File: config.mk
export PLATFORM = sky130hd
export DESIGN_NAME = bus_reset_ctrl
export DESIGN_NICKNAME = d
export VERILOG_FILES = /design/src/rtl/brc_pkg.sv /design/src/rtl/brc_sync.sv /design/src/rtl/brc_arbiter.sv /design/src/rtl/brc_cfg_latch.sv /design/src/rtl/bus_reset_ctrl.sv
export SDC_FILE = /design/constraint.sdc
export NUM_CORES = 1
export LEC_CHECK = 0
export BUFFER_PORTS_ARGS = -buffer_cell sky130_fd_sc_hd__clkbuf_2
export CAP_MARGIN = 25
export CORE_AREA = 2 2 43 45
export DETAILED_ROUTE_END_ITERATION = 10
export DIE_AREA = 0 0 45 47
export PLACE_DENSITY = 0.66
export SYNTH_ARGS = -nofsm -noshare
export SYNTH_HDL_FRONTEND = slang
export SYNTH_SLANG_ARGS = --single-unit
export TNS_END_PERCENT = 30
File: constraint.sdc
create_clock -name clk -period 1.6 [get_ports clk]
set_clock_uncertainty 0.15 [all_clocks]
set_input_delay 0.16 -clock clk [delete_from_list [all_inputs] [get_ports clk]]
set_output_delay 0.16 -clock clk [all_outputs]
set_load 0.03 [all_outputs]
File: src/rtl/brc_pkg.sv
package brc_pkg;

  typedef enum logic [1:0] {
    ST_RUN   = 2'd0,
    ST_PEND  = 2'd1,
    ST_RESET = 2'd2
  } brc_state_e;

  // Index positions inside the synchronized request vector
  localparam int unsigned REQ_IDX = 0;
  localparam int unsigned CAT_IDX = 1;
  localparam int unsigned REQ_W   = 2;

endpackage

File: src/rtl/brc_sync.sv
module brc_sync #(
  parameter int unsigned W      = 2,
  parameter int unsigned STAGES = 2,
  parameter logic [W-1:0] RST_VAL = '0
) (
  input  logic         clk,
  input  logic         rst_n,
  input  logic [W-1:0] d,
  output logic [W-1:0] q
);

  generate
    if (STAGES <= 1) begin : g_single
      logic [W-1:0] stg_q;
      always_ff @(posedge clk or negedge rst_n) begin
        if (!rst_n) stg_q <= RST_VAL;
        else        stg_q <= d;
      end
      assign q = stg_q;
    end else begin : g_chain
      logic [STAGES-1:0][W-1:0] stg_q;
      always_ff @(posedge clk or negedge rst_n) begin
        if (!rst_n) stg_q <= {STAGES{RST_VAL}};
        else        stg_q <= {stg_q[STAGES-2:0], d};
      end
      assign q = stg_q[STAGES-1];
    end
  endgenerate

endmodule

File: src/rtl/brc_arbiter.sv
module brc_arbiter
  import brc_pkg::*;
#(
  parameter int unsigned HOLD_CYCLES = 16
) (
  input  logic clk,
  input  logic rst_n,
  input  logic req_s,
  input  logic cat_s,
  input  logic bus_busy,
  input  logic bus_end,
  output logic core_rst,
  output logic pend
);

  localparam int unsigned CW = (HOLD_CYCLES < 2) ? 1 : $clog2(HOLD_CYCLES);

  // A normal request may go ahead when the bus is idle or the cycle ends now
  function automatic logic boundary_ok(input logic busy, input logic last);
    return !busy || last;
  endfunction

  // True on the last edge of the hold window
  function automatic logic hold_done(input logic [CW-1:0] cnt);
    return cnt == CW'(HOLD_CYCLES - 1);
  endfunction

  brc_state_e     st_q, st_d;
  logic [CW-1:0]  cnt_q, cnt_d;
  logic           rst_q;
  logic           go_now;

  assign go_now = cat_s || boundary_ok(bus_busy, bus_end);

  always_comb begin
    st_d  = st_q;
    cnt_d = cnt_q;
    unique case (st_q)
      ST_RUN: begin
        if (req_s) begin
          st_d  = go_now ? ST_RESET : ST_PEND;
          cnt_d = '0;
        end
      end
      ST_PEND: begin
        if (go_now) begin
          st_d  = ST_RESET;
          cnt_d = '0;
        end
      end
      ST_RESET: begin
        if (req_s) begin
          cnt_d = '0;
        end else if (hold_done(cnt_q)) begin
          st_d  = ST_RUN;
          cnt_d = '0;
        end else begin
          cnt_d = cnt_q + CW'(1);
        end
      end
      default: begin
        st_d  = ST_RESET;
        cnt_d = '0;
      end
    endcase
  end

  always_ff @(posedge clk or negedge rst_n) begin
    if (!rst_n) begin
      st_q  <= ST_RESET;
      cnt_q <= '0;
      rst_q <= 1'b1;
    end else begin
      st_q  <= st_d;
      cnt_q <= cnt_d;
      rst_q <= (st_d == ST_RESET);
    end
  end

  assign core_rst = rst_q;
  assign pend     = (st_q == ST_PEND);

endmodule

File: src/rtl/brc_cfg_latch.sv
module brc_cfg_latch #(
  parameter int unsigned PF_W = 8
) (
  input  logic            clk,
  input  logic            rst_n,
  input  logic            capture,
  input  logic            irq_sel_bit,
  input  logic            clk_mode_pin,
  input  logic            bkpt_pin,
  output logic [PF_W-1:0] pf_assign,
  output logic            clk_src_sel,
  output logic            bkpt_mode
);

  // Every port F pin takes the same role from the one strap bit
  function automatic logic [PF_W-1:0] pf_pattern(input logic irq_sel);
    return {PF_W{irq_sel}};
  endfunction

  logic [PF_W-1:0] pf_q;
  logic            cs_q, bk_q;

  always_ff @(posedge clk or negedge rst_n) begin
    if (!rst_n) begin
      pf_q <= '0;
      cs_q <= 1'b0;
      bk_q <= 1'b0;
    end else if (capture) begin
      pf_q <= pf_pattern(irq_sel_bit);
      cs_q <= clk_mode_pin;
      bk_q <= bkpt_pin;
    end
  end

  assign pf_assign   = pf_q;
  assign clk_src_sel = cs_q;
  assign bkpt_mode   = bk_q;

endmodule

File: src/rtl/bus_reset_ctrl.sv
module bus_reset_ctrl
  import brc_pkg::*;
#(
  parameter int unsigned DATA_W      = 16,
  parameter int unsigned PF_W        = 8,
  parameter int unsigned IRQ_SEL_BIT = 9,
  parameter int unsigned SYNC_STAGES = 2,
  parameter int unsigned HOLD_CYCLES = 16
) (
  input  logic              clk,
  input  logic              por_n,
  input  logic              ext_rst_n,
  input  logic              cat_req,
  input  logic              bus_busy,
  input  logic              bus_end,
  input  logic [DATA_W-1:0] data_bus,
  input  logic              clk_mode_pin,
  input  logic              bkpt_pin,
  output logic              core_rst,
  output logic [PF_W-1:0]   pf_assign,
  output logic              clk_src_sel,
  output logic              bkpt_mode
);

  logic [REQ_W-1:0] req_raw, req_sync;
  logic             req_s, cat_s, pend;
  logic             unused_bus;

  assign req_raw[REQ_IDX] = ~ext_rst_n;
  assign req_raw[CAT_IDX] = cat_req;

  // After power-on the request reads as active, so the chip starts in reset
  brc_sync #(
    .W       (REQ_W),
    .STAGES  (SYNC_STAGES),
    .RST_VAL (REQ_W'(1) << REQ_IDX)
  ) u_sync (
    .clk   (clk),
    .rst_n (por_n),
    .d     (req_raw),
    .q     (req_sync)
  );

  assign req_s = req_sync[REQ_IDX];
  assign cat_s = req_sync[CAT_IDX];

  brc_arbiter #(
    .HOLD_CYCLES (HOLD_CYCLES)
  ) u_arb (
    .clk      (clk),
    .rst_n    (por_n),
    .req_s    (req_s),
    .cat_s    (cat_s),
    .bus_busy (bus_busy),
    .bus_end  (bus_end),
    .core_rst (core_rst),
    .pend     (pend)
  );

  brc_cfg_latch #(
    .PF_W (PF_W)
  ) u_cfg (
    .clk          (clk),
    .rst_n        (por_n),
    .capture      (core_rst),
    .irq_sel_bit  (data_bus[IRQ_SEL_BIT]),
    .clk_mode_pin (clk_mode_pin),
    .bkpt_pin     (bkpt_pin),
    .pf_assign    (pf_assign),
    .clk_src_sel  (clk_src_sel),
    .bkpt_mode    (bkpt_mode)
  );

  assign unused_bus = ^data_bus;

endmodule

==> results by group, run 1 <==
Pwr
  • P_int: 0.550 mW
  • Leakage: 0.367 nW
  • Net Sw Frac: 24.1%
  • Register share of total power: 53.0%
  • Clk network pwr share: 34.1%
  • Total power: 0.725 mW
  • VDD IR-drop max: 0.000367 V
  • Pwr Density: 931 nW/µm²
  • Switch Pwr: 0.175 mW
  • Logic pwr share: 12.9%

Cells and area
  • Layout Cells excl Fill: 86
  • Ant. Diodes: 0
  • Final core occ: 47.1%
  • Seq. cell area: 355 µm²
  • Multi-input gate area: 206 µm²
  • Nets: 95
  • Fillers: 146
  • Share of cells above drive strength 1: 49.3%
  • Area grow syn2layout: 25.9%

Synthesis
  • Distinct cells, synth: 21
  • Fraction of registers with async set/reset: 100%
  • Most frequent cells after synthesis: 10 x dfrtp_1, 7 x buf_4, 4 x dfstp_2, 4 x mux2_2
  • Mapped Avg Cell Area: 13.2 µm²
  • Synthesized instance count: 47
  • Syn Nets: 72
  • Post-Synthesis Cell Area: 618 µm²
  • Top cell type's share of synthesized area: 40.5%
  • Dominant cells by area after synthesis: dfrtp_1 40%, dfstp_2 17%, buf_4 8.5%
  • Warning count from the yosys run: 0
  • Number of synthesized register bits: 14
  • Post-synth EDFFs: 0
  • Synth area leader: dfrtp_1
  • Most numerous cell in the Yosys netlist: dfrtp_1
  • Ys flop type: dfrtp_1
  • Seq/Total Area, Yosys: 57.5%

STA
  • RSZ-0062 raised after global routing: false
  • Fin crit period: 1.37 ns
  • Max-slew headroom: 77.0%
  • Fin. Hold Viols: 0
  • Worst-Margin Slew: 0.345 ns
  • Number of max-slew violations in the final report: 0
  • Hold slack: 0.0543 ns
  • TNS Setup: 0 ns
  • Tcrit/Tclk final: 85.4%
  • Final number of setup-violating endpoints: 0
  • Fmax: 732 MHz

Critical path
  • Setup CP Type: register to output pin
  • Cell family with most CP delay: flip-flops
  • Worst EP required: 1.29 ns
  • Max incr delay on CP: 0.57 ns
  • Worst path arrival time: 1.06 ns
  • Critical path, cell by cell: clkbuf_2
  • R2r setup slk: 0.25 ns
  • Slowest CP cell: dfstp_2
  • Element type at the critical path end: output pin
  • Setup crit start kind: register
  • CP max FO: 4
  • Number of buffers and inverters on the critical path: 1

Worst hold path
  • Hold Crit Class: input port to register

GRT
  • Largest net degree at the start of global routing: 15
  • First-pass GRT wire length: 1.43 mm
  • GRT Total Usage: 9.95%
  • Antenna violations before repair: 0
  • GRT Residual Overflow: 0
  • Number of global-route vias before repair: 356

Detailed routing
  • First-pass DRT Iterations: 2
  • ANT nets after route: 0
  • Wirelength per Cell: 11.2 µm
  • Initial drt markers: 2
  • Vias: 406
  • Vias per inst: 4.72
  • DRC viols: 0
  • Routed WL: 959 µm

Die
  • I/O pins: 35
  • Die height: 47 µm
  • Initial core utilization: 37.4%
  • Core area: 1650 µm²
  • Row cnt: 15
  • Die Wd: 45 µm
  • Full die area: 2120 µm²

CTS
  • Hold Buf Count CTS: 6
  • CTS tree: built
  • CTS buffer count: 3
  • Post-CTS Setup Repair Bufs: 0
  • Clock sinks: 14
  • H-tree levels: 1
  • Clock buffer depth: 2
  • Clock root cell: clkbuf_4
  • CTS clock-pin slew for the worst setup and hold paths: 0.08 ns
  • Clock Latency Late Sink: 0.27 ns
  • Count of cells resized by post-cts repair: 0

Placed design
  • Placed Cells: 76
  • # port buffers: 19
  • Final HPWL DP: 697 µm
  • Final Wtd Congestion: 0.662

Run
  • Max-Cap Viols: 0

Status
  • Status: completed
[flip-flops by register name (all words and copies together), names as in the netlist]
name	count
u_arb.cnt_q	4
u_arb.core_rst	1
u_arb.st_q	2
u_cfg.bkpt_mode	1
u_cfg.clk_src_sel	1
u_cfg.pf_assign	1
u_sync.g_chain.stg_q	2
u_sync.q	2
[path summary, 6_finish.rpt]
check | to | start | depth (start not counted)
worst min-delay path | u_arb.st_q[1] | bus_end | 3
worst max register to register | u_arb.cnt_q[0] | u_arb.cnt_q[0] | 4
min in group asynchronous | u_arb.cnt_q[0] | por_n | 2
max in group asynchronous | u_arb.core_rst | por_n | 2
worst max-delay path | core_rst | u_arb.core_rst | 1
worst min register to register | u_sync.q[1] | u_sync.g_chain.stg_q[1] | 0
[kinds of logic (layout without fill, tap and decap cells)]
| logic type | count (synthesis) | count (layout) | share of synthesized area [%] |
|---|---|---|---|
| DFF | 14 | 14 | 57.5 |
| xor gates and xnor gates | 2 | 2 | 2.83 |
| and+or+nand+nor | 13 | 13 | 15.2 |
| AOI/OAI and AO/OA | 5 | 5 | 6.07 |
| muxes | 4 | 4 | 7.29 |
| buffers and inverters | 8 | 30 | 9.11 |
| adders and majority gates | 1 | 1 | 2.02 |
[cell type report]
type	instances	area share [%]
sequential	14	45.7
multi-input combinational	25	26.5
tap	17	2.73
clock buffer	4	4.66
timing repair buffer	25	19.9
inverter	1	0.482
[per-layer routing]
| metal | wire length [µm] | track usage (%) | vias up |
|---|---|---|---|
| li1 | - | - | 201 |
| met5 | 0 | 0 | - |
| met4 | 19 | 10.6 | 0 |
| met1 | 423 | 13.0 | 191 |
| met3 | 38 | 1.15 | 2 |
| met2 | 477 | 13.7 | 12 |
[layout by cell type (no fill, tap or decap), drive strengths merged, types with 2 or more instances in the layout]
cell type	instances
clkbuf	23
dfrtp	10
dlygate4sd3	6
mux2	4
dfstp	4
nand3	4
nor2	3
xor2	2
a21oi	2
[metrics by stage]
| step | setup WS, ns | cell area [µm²] |
|---|---|---|
| 4_1_cts | 0.221 | 778 |
| 3_3_place_gp | 0.263 | 682 |
| 3_5_place_dp | 0.256 | 682 |
| 5_1_grt | 0.195 | 778 |
| 2_1_floorplan | 0.314 | 618 |
| 6_report | 0.234 | 778 |
[power groups by stage]
| stage | combinational [mW] | sequential [mW] | clock, mW |
|---|---|---|---|
| 2_1_floorplan | 0.0549 | 0.397 | 0 |
| 3_3_place_gp | 0.0814 | 0.390 | 0 |
| 3_5_place_dp | 0.0829 | 0.391 | 0 |
| 4_1_cts | 0.0942 | 0.384 | 0.257 |
| 5_1_grt | 0.101 | 0.387 | 0.276 |
| 6_report | 0.0931 | 0.384 | 0.247 |
Power figures use the tool's default switching activity.
==> run 2: changes to the inputs <==
--- a/config.mk
+++ b/config.mk
@@ -7,10 +7,14 @@
 export LEC_CHECK = 0
 export BUFFER_PORTS_ARGS = -buffer_cell sky130_fd_sc_hd__clkbuf_2
 export CAP_MARGIN = 25
-export CORE_AREA = 2 2 43 45
+export CELL_PAD_IN_SITES_DETAIL_PLACEMENT = 1
+export CELL_PAD_IN_SITES_GLOBAL_PLACEMENT = 1
+export CORE_AREA = 2 2 41 58
 export DETAILED_ROUTE_END_ITERATION = 10
-export DIE_AREA = 0 0 45 47
-export PLACE_DENSITY = 0.66
+export DIE_AREA = 0 0 43 60
+export PLACE_DENSITY = 0.69
+export REMOVE_ABC_BUFFERS = 1
+export SLEW_MARGIN = 5
 export SYNTH_ARGS = -nofsm -noshare
 export SYNTH_HDL_FRONTEND = slang
 export SYNTH_SLANG_ARGS = --single-unit
==> results by group, run 2 (same netlist as run 1, synthesis figures left out) <==
GRT
  • Number of global-route vias before repair: 515 (+45%)
  • Largest net degree at the start of global routing: 15 (unchanged)
  • Antenna violations before repair: 0 (unchanged)
  • GRT Residual Overflow: 0 (unchanged)
  • GRT Total Usage: 11.3% (+1.4 points)
  • First-pass GRT wire length: 2.13 mm (+49%)

Detailed routing
  • ANT nets after route: 0 (unchanged)
  • First-pass DRT Iterations: 2 (unchanged)
  • Routed WL: 1.18 mm (+23%)
  • Vias: 450 (+11%)
  • Vias per inst: 4.95 (+4.7%)
  • DRC viols: 0 (unchanged)
  • Initial drt markers: 1 (-1)
  • Wirelength per Cell: 13.0 µm (+16%)

CTS
  • Post-CTS Setup Repair Bufs: 0 (unchanged)
  • Clock buffer depth: 2 (unchanged)
  • Clock Latency Late Sink: 0.27 ns (about the same)
  • CTS tree: built
  • CTS buffer count: 3 (unchanged)
  • CTS clock-pin slew for the worst setup and hold paths: 0.08 ns (about the same)
  • Clock sinks: 14 (unchanged)
  • Clock root cell: clkbuf_4
  • H-tree levels: 1 (unchanged)

Pwr
  • Pwr Density: 924 nW/µm² (-0.76%)
  • Leakage: 0.367 nW (unchanged)
  • Total power: 0.725 mW (about the same)
  • VDD IR-drop max: 0.000407 V (+11%)

STA
  • Final number of setup-violating endpoints: 0 (unchanged)
  • Worst-Margin Slew: 0.356 ns (+0.0110 ns)
  • Fmax: 720 MHz (-1.7%)
  • Fin. Hold Viols: 0 (unchanged)
  • Number of max-slew violations in the final report: 0 (unchanged)
  • RSZ-0062 raised after global routing: false
  • Hold slack: 0.0500 ns (-0.00434 ns)
  • Fin crit period: 1.39 ns (+0.0235 ns)
  • Max-slew headroom: 76.3% (-0.73 points)
  • Tcrit/Tclk final: 86.8% (+1.5 points)

Critical path
  • CP max FO: 3 (-1)
  • Setup crit start kind: register
  • Setup CP Type: register to register
  • Worst path arrival time: 1.40 ns (+0.34 ns)
  • Worst EP required: 1.61 ns (+0.32 ns)
  • Worst Reg-to-Reg Cells: 4 (unchanged)
  • Element type at the critical path end: register

Placed design
  • # port buffers: 19 (unchanged)
  • Placed Cells: 81 (+6.6%)
  • Final Wtd Congestion: 0.638 (-3.6%)
  • Final HPWL DP: 951 µm (+36%)

Status
  • Status: completed

Cells and area
  • Share of cells above drive strength 1: 49.3% (unchanged)
  • Area grow syn2layout: 26.9%
  • Nets: 95 (unchanged)
  • Fillers: 254 (+74%)
  • Commonest cells after routing, fill and taps aside: 19 x clkbuf_2, 10 x dfrtp_1, 6 x dlygate4sd3_1
  • Final core occ: 37.3% (-9.8 points)
  • Seq. cell area: 355 µm² (unchanged)
  • Ant. Diodes: 0 (unchanged)
  • Commonest non-fill, non-tap cell in the layout: clkbuf_2
  • Multi-input gate area: 206 µm² (unchanged)
  • Max FFs per register: 4 (unchanged)
  • Layout Cells excl Fill: 91 (+5.8%)
  • Most flops, register: u_arb.cnt_q

Die
  • Core area: 2100 µm² (+27%)
  • Die Wd: 43 µm (-4.4%)
  • I/O pins: 35 (unchanged)
  • Die height: 60 µm (+28%)
  • Initial core utilization: 29.4% (-8.0 points)
  • Full die area: 2580 µm² (+22%)
  • Row cnt: 20 (+5)

Run
  • Max-Cap Viols: 0 (unchanged)

Worst hold path
  • Hold Crit Class: input port to register
  • Hold depth: 3 (unchanged)
-- run 2: cell counts in the layout (fill, tap and decap cells not counted) --
Identical to the previous run, type by type.
-- run 2: cell type report --
class,instances,area share (%)
Tap cell,22,3.51
Sequential cell,14,45.3
Multi-Input combinational cell,25,26.3
Inverter,1,0.478
Timing Repair Buffer,25,19.8
Clock buffer,4,4.63
-- run 2: metal layers --
metal / routed length [µm] / vias to the layer above / share of wire, % / global-route usage [%]
met2: 723 / 18 / 61 / 23.6
met4: 6 / 0 / 0.51 / 5.19
met5: 0 / - / 0 / 0
met1: 377 / 228 / 32 / 9.46
met3: 74 / 2 / 6.3 / 3.02
li1: - / 202 / - / -
-- run 2: what timing repair did --
action	in CTS	in global routing
hold endpoints to repair	19	0
resized for setup	0	0
hold buffers	6	0
-- run 2: worst max-delay path: stages, from the launching register on --
cell     delay, ns
dfrtp_1       0.39
ha_1          0.19
nand3_2       0.10
and3_1        0.20
mux2_2        0.25
-- run 2: power by group --
part	switching (mW)	internal, mW	leakage [nW]
sequential	0.0133	0.372	0.168
combinational	0.0539	0.0398	0.178
clock	0.108	0.138	0.0210
-- run 2: through the flow --
step	TNS (ns)	cell area, µm²	worst slack [ns]
global route	0	785	0.142
finish	0	785	0.211
global placement	0	688	0.247
CTS	0	785	0.188
floorplan	-4.23	566	-0.717
detailed placement	0	688	0.200
-- run 2: worst paths after layout --
check                                         from               to  slack (ns)
setup / recovery                    u_arb.cnt_q[0]   u_arb.cnt_q[0]        0.21
hold / removal                             bus_end   u_arb.core_rst        0.05
setup reg to reg                    u_arb.cnt_q[0]   u_arb.cnt_q[0]        0.21
hold reg to reg            u_sync.g_chain.stg_q[1]      u_sync.q[1]        0.21
max in group asynchronous                    por_n    u_arb.st_q[1]        0.80
min in group asynchronous                    por_n  u_cfg.bkpt_mode        0.20
